===== src/rtl/junction_pkg.sv =====
package junction_pkg;

    localparam int LAMP_W = 2;

    typedef enum logic [LAMP_W-1:0] {
        LAMP_GO      = 2'b00,
        LAMP_CAUTION = 2'b01,
        LAMP_STOP    = 2'b10
    } lamp_e;

    typedef enum logic [2:0] {
        PH_MAIN_GO,
        PH_MAIN_CAUTION,
        PH_SIDE_GO,
        PH_SIDE_CAUTION,
        PH_FAULT
    } phase_e;

endpackage


===== src/rtl/junction_phase_decode.sv =====
module junction_phase_decode
    import junction_pkg::*;
(
    input  logic [LAMP_W-1:0] main_q,
    input  logic [LAMP_W-1:0] side_q,
    output phase_e            phase
);
    localparam int PAIR_W = 2 * LAMP_W;

    logic [PAIR_W-1:0] pair;
    assign pair = {main_q, side_q};

    always_comb begin
        unique case (pair)
            {LAMP_GO,      LAMP_STOP}:    phase = PH_MAIN_GO;
            {LAMP_CAUTION, LAMP_STOP}:    phase = PH_MAIN_CAUTION;
            {LAMP_STOP,    LAMP_GO}:      phase = PH_SIDE_GO;
            {LAMP_STOP,    LAMP_CAUTION}: phase = PH_SIDE_CAUTION;
            default:                      phase = PH_FAULT;
        endcase
    end
endmodule


===== src/rtl/junction_next_lamps.sv =====
module junction_next_lamps
    import junction_pkg::*;
(
    input  phase_e            phase,
    input  logic              car_wait,
    input  logic              long_done,
    input  logic              short_done,
    input  logic [LAMP_W-1:0] main_q,
    input  logic [LAMP_W-1:0] side_q,
    output logic [LAMP_W-1:0] main_d,
    output logic [LAMP_W-1:0] side_d,
    output logic              restart_d
);
    always_comb begin
        main_d    = main_q;
        side_d    = side_q;
        restart_d = 1'b0;
        unique case (phase)
            PH_MAIN_GO: begin
                if (car_wait && long_done) begin           // MAIN_YIELD
                    main_d    = LAMP_CAUTION;
                    side_d    = LAMP_STOP;
                    restart_d = 1'b1;
                end
            end
            PH_MAIN_CAUTION: begin
                if (short_done) begin                      // MAIN_CLEAR
                    main_d    = LAMP_STOP;
                    side_d    = LAMP_GO;
                    restart_d = 1'b1;
                end
            end
            PH_SIDE_GO: begin
                if (!car_wait || long_done) begin          // SIDE_YIELD
                    main_d    = LAMP_STOP;
                    side_d    = LAMP_CAUTION;
                    restart_d = 1'b1;
                end
            end
            PH_SIDE_CAUTION: begin
                if (short_done) begin                      // SIDE_CLEAR
                    main_d    = LAMP_GO;
                    side_d    = LAMP_STOP;
                    restart_d = 1'b1;
                end
            end
            default: begin                                 // FAULT_RECOVER
                main_d    = LAMP_GO;
                side_d    = LAMP_STOP;
                restart_d = 1'b0;
            end
        endcase
    end
endmodule


===== src/rtl/junction_lamp_ctl.sv =====
module junction_lamp_ctl
    import junction_pkg::*;
(
    input  logic       clk,
    input  logic       rst,
    input  logic       car_wait,
    input  logic       long_done,
    input  logic       short_done,
    output logic       timer_restart,
    output logic [1:0] main_lamp,
    output logic [1:0] side_lamp
);
    logic [LAMP_W-1:0] main_q, side_q, main_d, side_d;
    logic              restart_q, restart_d;
    phase_e            phase;

    junction_phase_decode u_decode (
        .main_q (main_q),
        .side_q (side_q),
        .phase  (phase)
    );

    junction_next_lamps u_next (
        .phase      (phase),
        .car_wait   (car_wait),
        .long_done  (long_done),
        .short_done (short_done),
        .main_q     (main_q),
        .side_q     (side_q),
        .main_d     (main_d),
        .side_d     (side_d),
        .restart_d  (restart_d)
    );

    // Lamp registers double as the phase register.
    always_ff @(posedge clk) begin
        if (rst) begin
            main_q <= LAMP_GO;
            side_q <= LAMP_STOP;
        end else begin
            main_q <= main_d;
            side_q <= side_d;
        end
    end

    // Timer restart pulse register.
    always_ff @(posedge clk) begin
        if (rst) restart_q <= 1'b0;
        else     restart_q <= restart_d;
    end

    assign main_lamp     = main_q;
    assign side_lamp     = side_q;
    assign timer_restart = restart_q;

    AST_RESET_LOAD: assert property (@(posedge clk)
        rst |=> (main_lamp == 2'b00 && side_lamp == 2'b10 && !timer_restart));
    AST_LEGAL_PAIR: assert property (@(posedge clk) disable iff (rst)
        ({main_lamp, side_lamp} inside {4'b0010, 4'b0110, 4'b1000, 4'b1001}));
    AST_MAIN_HOLD: assert property (@(posedge clk) disable iff (rst)
        (main_lamp == 2'b00 && side_lamp == 2'b10 && !(car_wait && long_done))
        |=> ($stable(main_lamp) && $stable(side_lamp) && !timer_restart));
    AST_MAIN_YIELD: assert property (@(posedge clk) disable iff (rst)
        (main_lamp == 2'b00 && side_lamp == 2'b10 && car_wait && long_done)
        |=> (main_lamp == 2'b01 && side_lamp == 2'b10 && timer_restart));
    AST_MAIN_CLEAR: assert property (@(posedge clk) disable iff (rst)
        (main_lamp == 2'b01 && side_lamp == 2'b10 && short_done)
        |=> (main_lamp == 2'b10 && side_lamp == 2'b00 && timer_restart));
    AST_SIDE_YIELD: assert property (@(posedge clk) disable iff (rst)
        (main_lamp == 2'b10 && side_lamp == 2'b00 && (!car_wait || long_done))
        |=> (main_lamp == 2'b10 && side_lamp == 2'b01 && timer_restart));
    AST_SIDE_CLEAR: assert property (@(posedge clk) disable iff (rst)
        (main_lamp == 2'b10 && side_lamp == 2'b01 && short_done)
        |=> (main_lamp == 2'b00 && side_lamp == 2'b10 && timer_restart));
    AST_PULSE_ON_CHANGE: assert property (@(posedge clk) disable iff (rst || $past(rst))
        timer_restart == ({main_lamp, side_lamp} != $past({main_lamp, side_lamp})));
endmodule


===== config.mk =====
export PLATFORM = sky130hd
export DESIGN_NAME = junction_lamp_ctl
export DESIGN_NICKNAME = d
export VERILOG_FILES = /design/src/rtl/junction_pkg.sv /design/src/rtl/junction_phase_decode.sv /design/src/rtl/junction_next_lamps.sv /design/src/rtl/junction_lamp_ctl.sv
export SDC_FILE = /design/constraint.sdc
export NUM_CORES = 1
export LEC_CHECK = 0
export ABC_AREA = 1
export BUFFER_PORTS_ARGS = -buffer_cell sky130_fd_sc_hd__buf_2
export CAP_MARGIN = 10
export CORE_AREA = 5 5 42 44
export CTS_BUF_LIST = sky130_fd_sc_hd__clkbuf_4
export CTS_CLUSTER_DIAMETER = 50
export DETAILED_ROUTE_END_ITERATION = 12
export DIE_AREA = 0 0 47 49
export SETUP_SLACK_MARGIN = 0.1
export SLEW_MARGIN = 10
export SYNTH_ARGS = -nofsm -noshare
export SYNTH_HDL_FRONTEND = slang
export SYNTH_SLANG_ARGS = --single-unit

===== constraint.sdc =====
create_clock -name clk -period 1.2 [get_ports clk]
set_clock_uncertainty 0.1 [all_clocks]
set_input_delay 0.24 -clock clk [delete_from_list [all_inputs] [get_ports clk]]
set_output_delay 0.24 -clock clk [all_outputs]
set_load 0.02 [all_outputs]

==> results.sh, run 1 <==
export IMPL_fin_crit_sh_pct=94.85
export IMPL_clkSinkCount=5
export IMPL_design_portCount=10
export IMPL_wl_per_cell_um=8.425
export IMPL_async_flop_share_pct=0
export IMPL_holdWs_ns=0.1012
export IMPL_path_class="flip-flop to flip-flop"
export IMPL_clk_pin_slew_worst_paths_ns=0.04
export IMPL_pwr_density_cell_nw_per_um2=2043
export IMPL_root_buffer="clkbuf_4"
export IMPL_crit_path_end_kind="flip-flop"
export IMPL_diodes=0
export IMPL_max_freq_mhz=878.6
export IMPL_yosysMostFrequentCell="nand2_1"
export IMPL_drt_antenna_violating_nets=0
export IMPL_grt_pass1_wl_um=1028
export IMPL_yosys_top_cells_area="dfxtp_1 34%, nand2_1 10%, nor2_1 7.6%"
export IMPL_synth_ff_type="dfxtp_1"
export IMPL_synthMuxAreaShare_pct=0
export IMPL_yosysSeqAreaShare_pct=33.76
export IMPL_initial_core_util_pct=21.16
export IMPL_drcViolationCount=0
export IMPL_yosys_cell_types_count=16
export IMPL_synth_top_family_by_area="simple AND/OR/NAND/NOR gates"
export IMPL_post_route_min_period_ns=1.138
export IMPL_port_buffers=9
export IMPL_track_usage_pct=6.202
export IMPL_netlist_area_um2=296.5
export IMPL_vias=294
export IMPL_synthSimpleGateAreaFrac_pct=48.95
export IMPL_setup_viol=0
export IMPL_drtIter0Drc=2
export IMPL_dieArea_um2=2303
export IMPL_synth_edff_count=0
export IMPL_rsz0062_at_grt="true"
export IMPL_path_max_fanout=5
export IMPL_startpoint_type="flip-flop"
export IMPL_yosys_area_top_type_share_pct=33.76
export IMPL_htreeDepth=1
export IMPL_syn_inst=44
export IMPL_grt_pass1_vias=273
export IMPL_routabilityCongestion=0.7545
export IMPL_place_hpwl_um=522.7
export IMPL_synth_avg_cell_area_um2=6.739
export IMPL_outcome="completed"
export IMPL_viasPerCell=4.027
export IMPL_synthAdderAreaFrac_pct=0
export IMPL_max_slew_margin_pct=88.07
export IMPL_fp_dieH_um=49
export IMPL_synth_compound_gate_area_share_pct=7.173
export IMPL_vdd_drop_max_mv=0.7584
export IMPL_coreArea_um2=1401
export IMPL_final_cells=73
export IMPL_placed_cells=69
export IMPL_cts_tree="done"
export IMPL_netlist_top_cell_by_area="dfxtp_1"
export IMPL_arrival_ns=1.17
export IMPL_drive_gt1_share_pct=52.63
export IMPL_antenna_found_initial=0
export IMPL_totalWireLength_um=615
export IMPL_synth_yosys_warnings=0
export IMPL_holdBufCountCts=0
export IMPL_ys_ff_latch=5
export IMPL_area_delta_synth_final_pct=43.88
export IMPL_worst_slew_pin_slew_ns=0.1778
export IMPL_die_w_um=47
export IMPL_drt_pass1_iter_count=4
export IMPL_cts_buffers=3
export IMPL_grt_overflow=0
export IMPL_power_leakage_nw=0.2053
export IMPL_hold_class="input pin to flip-flop"
export IMPL_clockBufferDepth=2
export IMPL_worst_ep_required_time_ns=1.23
export IMPL_grt_max_degree=6
export IMPL_synth_xor_area_share_pct=0
export IMPL_slew_violations=0
export IMPL_synthTopCellsByCount="8 x nand2_1, 6 x nor2_1, 5 x dfxtp_1"
export IMPL_cts_setup_buffers=0
export IMPL_cap_violations=0
export IMPL_insertion_delay_ns=0.24
export IMPL_hold_viol=0
export IMPL_nets=63
export IMPL_row_count=14
export IMPL_syn_nets=49
==> placed cells by master, fill, tap and decap left out <==
cell	netlist	layout
a31oi_1	1	1
nand2_2	3	3
nor2_1	6	5
nand4_1	1	1
inv_1	4	3
buf_2	0	6
nor2_4	2	2
nor2_2	1	2
nand3_1	3	3
inv_4	0	1
and2_1	1	1
a21oi_1	2	2
buf_4	0	1
nand2_1	8	8
o21ai_1	1	1
clkbuf_4	0	4
dfxtp_1	5	1
buf_6	0	2
inv_2	4	4
nand3_2	1	1
nand3b_1	1	1
dfxtp_4	0	4
==> through the flow <==
step                setup TNS (ns)   power, W  instance area [um^2]  worst slack [ns]  util [%]
floorplan                        0  0.0005379                 311.5            0.1035         -
global placement                 0  0.0006261                 376.6           0.07887     26.88
detailed placement               0  0.0006273                 376.6           0.07559     26.88
CTS                              0  0.0008576                 414.1           0.06884     29.55
global route              -0.01402  0.0009461                 426.7          -0.01402     30.45
finish                           0  0.0008717                 426.7           0.06182     30.45
==> critical path: stages (launching register included) <==
cell and delay [ns]:
dfxtp_4 0.38, nor2_1 0.07, and2_1 0.16, nor2_1 0.12
nand3_2 0.09, nand2_1 0.07, nor2_1 0.04
==> state kept, by name, summed over array words and instances, names as in the netlist <==
| name | flops |
|---|---|
| side_lamp | 2 |
| timer_restart | 1 |
| main_lamp | 2 |
==> what timing repair did <==
action	in CTS	in global routing
setup endpoints to repair	4	8
pin swaps	0	1
gates resized for setup	3	4
cloned	0	0
hold endpoints to repair	0	0
==> kinds of logic (layout without fill, tap and decap cells) <==
family / count (synthesis) / after routing
AND/OR/NAND/NOR: 27 / 27
buffers and inverters: 8 / 21
flip-flops: 5 / 5
AO/OA/AOI/OAI: 4 / 4
==> area by class of cell <==
class                           instances  area [um^2]
Clock buffer                            4        30.03
Timing Repair Buffer                    9        60.06
Tap cell                               16        20.02
Fill cell                             166        974.7
Multi-Input combinational cell         31        168.9
Sequential cell                         5        115.1
Inverter                                8        32.53
==> metal layers <==
layer / share of wire [%] / track usage, %
met1: 48 / 8.370
met2: 49 / 8.597
met5: 0 / 0
met3: 3.4 / 1.107
met4: 0 / 4.147
==> power by group <==
group / internal, W / switching (W) / total [W]
registers: 0.000224 / 0.0000591 / 0.000283
logic: 0.000151 / 0.000226 / 0.000378
clock network: 0.000148 / 0.0000633 / 0.000211
==> final timing paths <==
path / startpoint / endpoint / slack [ns] / depth (start not counted)
worst max-delay path: side_lamp[1] / main_lamp[1] / 0.06 / 6
worst min-delay path: rst / main_lamp[0] / 0.10 / 2
worst max register to register: side_lamp[1] / main_lamp[1] / 0.06 / 6
worst min register to register: side_lamp[1] / side_lamp[1] / 0.46 / 2
No activity file was read; power rests on OpenSTA's default activity.
==> run 2, diff against run 1 <==
--- a/config.mk
+++ b/config.mk
@@ -5,7 +5,6 @@
 export SDC_FILE = /design/constraint.sdc
 export NUM_CORES = 1
 export LEC_CHECK = 0
-export ABC_AREA = 1
 export BUFFER_PORTS_ARGS = -buffer_cell sky130_fd_sc_hd__buf_2
 export CAP_MARGIN = 10
 export CORE_AREA = 5 5 42 44
==> run 2 against run 1 <==
The run now ends with setup timing left. Global-route usage rose by 2.1 points. Clock power is essentially flat. Design area grew 31%. Synthesized cell count decreased by 23%. Cell count rose by 1.4%. Via count increased by 13%. Sequential share of layout area is 7.3 points lower. Die area unchanged. Power rose by 36%. Critical path type unchanged. Largest power group unchanged.
==> results.sh, run 2 <==
export IMPL_drt_antenna_violating_nets=0
export IMPL_r2r_end="side_lamp[0]"
export IMPL_grt_pass1_wl_um=1393
export IMPL_pwr_density_cell_nw_per_um2=2121
export IMPL_hold_start="rst"
export IMPL_synth_yosys_warnings=0
export IMPL_holdBufCountCts=0
export IMPL_fin_util_pct=39.91
export IMPL_yosys_area_top_type_share_pct=31.50
export IMPL_totalWireLength_um=886
export IMPL_htreeDepth=1
export IMPL_intPower_w=0.0007703
export IMPL_viasPerCell=4.473
export IMPL_most_common_layout_cells="9 x buf_4, 8 x buf_2, 4 x nor2_1, 4 x clkbuf_4, 3 x buf_6"
export IMPL_max_freq_mhz=654.3
export IMPL_power_leakage_nw=0.2549
export IMPL_design_portCount=10
export IMPL_root_buffer="clkbuf_4"
export IMPL_fin_total_pwr_w=0.001186
export IMPL_failed_checks="setup timing"
export IMPL_cts_tree="done"
export IMPL_worst_ep_required_time_ns=1.26
export IMPL_async_flop_share_pct=0
export IMPL_hold_depth=2
export IMPL_path_class="flip-flop to flip-flop"
export IMPL_hold_path_endpoint="side_lamp[0]"
export IMPL_cts_buffers=3
export IMPL_critPathMaxStageDelay_ns=0.47
export IMPL_p_clk_share_pct=17.7
export IMPL_mostFrequentLayoutCell="buf_4"
export IMPL_reg2reg_depth=4
export IMPL_vias=331
export IMPL_reg2reg_slack_ns=-0.33
export IMPL_synth_avg_cell_area_um2=9.347
export IMPL_post_route_min_period_ns=1.528
export IMPL_hold_class="input pin to flip-flop"
export IMPL_yosys_cell_types_count=21
export IMPL_drive_gt1_share_pct=65.52
export IMPL_fp_dieH_um=49
export IMPL_arrival_ns=1.59
export IMPL_cap_violations=0
export IMPL_fin_crit_sh_pct=127.4
export IMPL_drtIter0Drc=0
export IMPL_yosysSeqAreaShare_pct=31.50
export IMPL_track_usage_pct=8.310
export IMPL_worst_slew_pin_slew_ns=0.2753
export IMPL_hold_viol=0
export IMPL_vdd_drop_max_mv=0.7688
export IMPL_rsz0062_at_grt="true"
export IMPL_routabilityCongestion=0.8507
export IMPL_slowest_stage="or4b_1"
export IMPL_holdWs_ns=0.1457
export IMPL_antenna_found_initial=0
export IMPL_diodes=0
export IMPL_crit_path_end_kind="flip-flop"
export IMPL_synth_ff_type="dfxtp_1"
export IMPL_ys_ff_latch=5
export IMPL_coreArea_um2=1401
export IMPL_slew_violations=0
export IMPL_netlist_area_um2=317.8
export IMPL_placed_cells=68
export IMPL_die_w_um=47
export IMPL_row_count=14
export IMPL_dpl_cell_area_um2=483.0
export IMPL_port_buffers=9
export IMPL_grt_max_degree=8
export IMPL_r2r_start="main_lamp[1]"
export IMPL_yosys_top_cells_area="dfxtp_1 31%, and2b_4 6.3%, mux2i_1 6.3%"
export IMPL_synthTopCellsByCount="5 x dfxtp_1, 4 x nor2_1"
export IMPL_seqPwrFrac_pct=23.0
export IMPL_design_area_um2=559.3
export IMPL_outcome="complete, but fails checks"
export IMPL_p_switching_w=0.0004158
export IMPL_synth_edff_count=0
export IMPL_max_slew_margin_pct=81.65
export IMPL_final_cells=74
export IMPL_clockBufferDepth=2
export IMPL_crit_chain="and2b_4, a22oi_2, or4b_1, a21oi_1"
export IMPL_netlist_top_cell_by_area="dfxtp_1"
export IMPL_insertion_delay_ns=0.24
export IMPL_syn_inst=34
export IMPL_grt_pass1_vias=362
export IMPL_startpoint_type="flip-flop"
export IMPL_dieArea_um2=2303
export IMPL_place_hpwl_um=650.2
export IMPL_pwr_share_comb_pct=59.2
export IMPL_area_delta_synth_final_pct=75.98
export IMPL_fin_ws_ns=-0.3283
export IMPL_yosysMostFrequentCell="dfxtp_1"
export IMPL_drt_pass1_iter_count=1
export IMPL_nets=64
export IMPL_drcViolationCount=0
export IMPL_setup_viol=7
export IMPL_switching_share_pct=35.06
export IMPL_clkSinkCount=5
export IMPL_initial_core_util_pct=22.68
export IMPL_clk_pin_slew_worst_paths_ns=0.04
export IMPL_syn_nets=39
export IMPL_path_max_fanout=6
export IMPL_grt_overflow=0
export IMPL_wl_per_cell_um=11.97
[run 2: cell count changes in the layout (fill, tap and decap cells not counted), moves of 3 or more]
cell     delta
inv_2       -4
buf_4       +8
nand2_1     -7
nand2_2     -3
[run 2: per-stage QoR]
| stage | setup slack, ns | setup TNS (ns) |
|---|---|---|
| after floorplan | -0.3055 | -0.8782 |
| after global placement | -0.3461 | -1.183 |
| after detailed placement | -0.3476 | -1.209 |
| after CTS | -0.3399 | -1.556 |
| after global routing | -0.3849 | -1.755 |
| final | -0.3283 | -1.378 |
[run 2: power groups by stage]
stage / Combinational [W] / Sequential [W] / Clock [W]
detailed placement: 0.000577 / 0.000271 / 0
global route: 0.000758 / 0.000281 / 0.000233
global placement: 0.000579 / 0.000271 / 0
CTS: 0.000677 / 0.000273 / 0.000223
finish: 0.000703 / 0.000273 / 0.000210
floorplan: 0.000318 / 0.000334 / 0
[run 2: kinds of logic after synthesis]
logic type,after synthesis,share of synthesized area (%)
and+or+nand+nor,18,37.00
muxes,3,11.02
AOI/OAI and AO/OA,7,19.29
buffers and inverters,1,1.180
DFF,5,31.50
[run 2: what timing repair did]
item	4_1_cts	5_1_grt
pin swaps	1	3
resized for setup	5	2
buffers inserted	2	1
setup endpoints to repair	9	9
cloned	0	0
[run 2: worst max path at each step]
stage,start,endpoint,slack [ns]
floorplan,main_lamp[1],main_lamp[1],-0.31
global placement,long_done,main_lamp[1],-0.35
detailed placement,long_done,main_lamp[1],-0.35
CTS,main_lamp[1],side_lamp[0],-0.34
global route,main_lamp[1],side_lamp[0],-0.38
finish,main_lamp[1],side_lamp[0],-0.33
[run 2: metal layers]
layer | GRT usage (%) | part of all wire, % | wire, um | vias to the layer above
met1 | 9.670 | 44 | 390 | 145
met3 | 1.476 | 4.9 | 43 | 2
met2 | 12.67 | 49 | 437 | 10
met5 | 0 | 0 | 0 | -
li1 | - | - | - | 174
met4 | 6.452 | 1.7 | 15 | 0
[run 2: layout make-up]
class / instances / area, um^2
fill: 156 / 842.1
clock buffer: 4 / 30.03
inverter: 1 / 3.754
multi-input combinational: 28 / 254.0
sequential: 5 / 110.1
tap: 16 / 20.02
timing repair buffer: 20 / 141.4
[run 2: worst max-delay path, delay by kind of cell, from the launching register on]
kind | cells | cell delay, ns
AND/OR/NAND/NOR | 2 | 0.67
AO/OA/AOI/OAI | 2 | 0.33
flip-flops | 1 | 0.35
==> run 3, diff against run 2 <==
--- a/config.mk
+++ b/config.mk
@@ -16,4 +16,5 @@
 export SLEW_MARGIN = 10
 export SYNTH_ARGS = -nofsm -noshare
 export SYNTH_HDL_FRONTEND = slang
+export SYNTH_HIERARCHICAL = 1
 export SYNTH_SLANG_ARGS = --single-unit
==> run 3 against run 2 <==
The flow still finishes with violations (setup timing). Core utilization increased by 3.1 points. Flip-flop and latch count unchanged. Fmax decreased by 7.8%. Via count increased by 24%. Design area increased by 7.8%. Clock-buffer cell count unchanged. Global-route usage increased by 0.21 points. Sequential share of layout area decreased by 1.0 points. Die area unchanged. Power increased by 23%.
==> results.sh, run 3 <==
export IMPL_pwr_density_cell_nw_per_um2=2428
export IMPL_insertion_delay_ns=0.24
export IMPL_reg2reg_depth=6
export IMPL_final_cells=80
export IMPL_seqPwrFrac_pct=19.4
export IMPL_totalWireLength_um=1000
export IMPL_yosysMostFrequentCell="dfxtp_1"
export IMPL_design_portCount=10
export IMPL_yosys_top_cells_area="dfxtp_1 27%, and2b_2 9.6%, a31oi_1 5.1%"
export IMPL_multi_input_area_um2=279.0
export IMPL_rsz0062_at_grt="true"
export IMPL_netlist_top_cell_by_area="dfxtp_1"
export IMPL_worst_ep_required_time_ns=1.28
export IMPL_worst_slew_pin_slew_ns=0.3184
export IMPL_hold_path_endpoint="side_lamp[1]"
export IMPL_power_leakage_nw=0.2710
export IMPL_drt_pass1_iter_count=4
export IMPL_arrival_ns=1.74
export IMPL_outcome="complete, but fails checks"
export IMPL_fin_util_pct=43.04
export IMPL_grt_overflow=0
export IMPL_failed_checks="setup timing"
export IMPL_holdBufCountCts=0
export IMPL_row_count=14
export IMPL_yosys_area_top_type_share_pct=27.40
export IMPL_most_common_layout_cells="8 x buf_6, 6 x buf_2, 5 x buf_4"
export IMPL_drive_gt1_share_pct=64.06
export IMPL_clkSinkCount=5
export IMPL_synth_yosys_warnings=6
export IMPL_nets=70
export IMPL_post_route_min_period_ns=1.658
export IMPL_p_clk_share_pct=14.7
export IMPL_netlist_area_um2=365.4
export IMPL_cap_violations=0
export IMPL_vias=412
export IMPL_yosys_cell_types_count=24
export IMPL_die_w_um=47
export IMPL_path_class="flip-flop to flip-flop"
export IMPL_pwr_share_comb_pct=65.9
export IMPL_fin_ws_ns=-0.4581
export IMPL_port_buffers=9
export IMPL_syn_nets=47
export IMPL_slew_violations=0
export IMPL_wl_per_cell_um=12.50
export IMPL_seqCellArea_um2=112.6
export IMPL_vdd_drop_max_mv=0.9249
export IMPL_hold_class="input pin to flip-flop"
export IMPL_grt_max_degree=10
export IMPL_intPower_w=0.0009039
export IMPL_track_usage_pct=8.521
export IMPL_clockBufferDepth=2
export IMPL_synth_avg_cell_area_um2=8.699
export IMPL_mostFrequentLayoutCell="buf_6"
export IMPL_root_buffer="clkbuf_4"
export IMPL_placed_cells=72
export IMPL_cts_buffers=3
export IMPL_initial_core_util_pct=26.07
export IMPL_ys_ff_latch=5
export IMPL_crit_path_end_kind="flip-flop"
export IMPL_path_max_fanout=5
export IMPL_fillCellCount=147
export IMPL_synth_ff_type="dfxtp_1"
export IMPL_hold_viol=0
export IMPL_setup_viol=6
export IMPL_viasPerCell=5.150
export IMPL_antenna_found_initial=0
export IMPL_drt_antenna_violating_nets=0
export IMPL_htreeDepth=1
export IMPL_routabilityCongestion=0.7670
export IMPL_fin_crit_sh_pct=138.2
export IMPL_clk_pin_slew_worst_paths_ns=0.04
export IMPL_max_freq_mhz=603.1
export IMPL_async_flop_share_pct=0
export IMPL_synthTopCellsByCount="5 x dfxtp_1, 4 x and2b_2, 4 x nor2_1"
export IMPL_hold_start="rst"
export IMPL_place_hpwl_um=686.2
export IMPL_grt_pass1_wl_um=1359
export IMPL_drtIter0Drc=9
export IMPL_place_ws_ns=-0.4510
export IMPL_synth_edff_count=0
export IMPL_syn_inst=42
export IMPL_max_slew_margin_pct=78.68
export IMPL_drcViolationCount=0
export IMPL_coreArea_um2=1401
export IMPL_reg2reg_slack_ns=-0.46
export IMPL_yosysSeqAreaShare_pct=27.40
export IMPL_area_delta_synth_final_pct=65.07
export IMPL_r2r_start="side_lamp[0]"
export IMPL_dieArea_um2=2303
export IMPL_hold_depth=2
export IMPL_r2r_end="main_lamp[1]"
export IMPL_switching_share_pct=38.26
export IMPL_p_switching_w=0.0005602
export IMPL_fp_dieH_um=49
export IMPL_cts_tree="done"
export IMPL_diodes=0
export IMPL_grt_pass1_vias=349
export IMPL_startpoint_type="flip-flop"
run 3: cell count changes in the layout (fill, tap and decap cells not counted), moves of 3 or more:
cell	before	now
buf_6	3	8
and2b_2	0	4
buf_4	9	5
a31oi_1	0	3
nor2b_2	0	3
run 3: how the worst max path moves through the flow:
stage                        end  slack, ns         start  depth (start not counted)
finish              main_lamp[1]      -0.46  side_lamp[0]                          6
global placement    main_lamp[1]      -0.44  side_lamp[1]                          6
CTS                 main_lamp[1]      -0.42  side_lamp[1]                          6
detailed placement  main_lamp[1]      -0.45  main_lamp[1]                          6
global route        main_lamp[1]      -0.51  main_lamp[1]                          6
floorplan           main_lamp[1]      -0.43  main_lamp[1]                          7
run 3: area by class of cell:
type,instances,area share (%)
multi-input combinational,35,46.27
timing repair buffer,19,26.14
sequential,5,18.67
clock buffer,4,4.979
tap,16,3.320
inverter,1,0.6224
run 3: metrics by stage:
stage                     TNS (ns)  total power [W]  hold slack [ns]  area [um^2]
after floorplan             -1.728        0.0007777           0.2391        377.9
after global placement      -1.893         0.001019           0.3785        476.7
after detailed placement    -1.923         0.001032           0.3824        476.7
after CTS                   -1.851         0.001363           0.1261        540.5
after global routing        -2.336         0.001555           0.1283        603.1
final                       -2.118         0.001464           0.1340        603.1
run 3: critical path, stage by stage (launching register included):
cell	delay [ns]
dfxtp_4	0.36
nor3b_2	0.32
a22o_4	0.20
nor2b_2	0.05
a221o_1	0.32
o32ai_2	0.09
and2b_2	0.16
run 3: repair_timing:
item	in CTS	in global routing
hold endpoints to repair	0	0
pin swaps	0	7
buffers inserted	0	3
resized for setup	9	7
cloned	0	1
endpoints found under the setup margin	9	9
run 3: layer usage:
metal / GRT usage, % / part of all wire [%] / vias to the layer above
met4: 4.147 / 1.7 / 0
li1: - / - / 197
met3: 5.535 / 6.1 / 6
met2: 13.35 / 48 / 18
met1: 8.352 / 45 / 191
met5: 0 / 0 / -
run 3: kinds of logic after synthesis:
group / share of synthesized area [%]
AO/OA/AOI/OAI: 22.95
buffers and inverters: 6.164
flip-flops: 27.40
AND/OR/NAND/NOR: 43.49
run 3: power groups by stage:
stage / registers (W) / logic, W / clock network (W)
final: 0.000285 / 0.000964 / 0.000215
after global routing: 0.000292 / 0.00102 / 0.000241
after CTS: 0.000285 / 0.000849 / 0.000229
after detailed placement: 0.000284 / 0.000748 / 0
after global placement: 0.000284 / 0.000735 / 0
after floorplan: 0.000362 / 0.000415 / 0
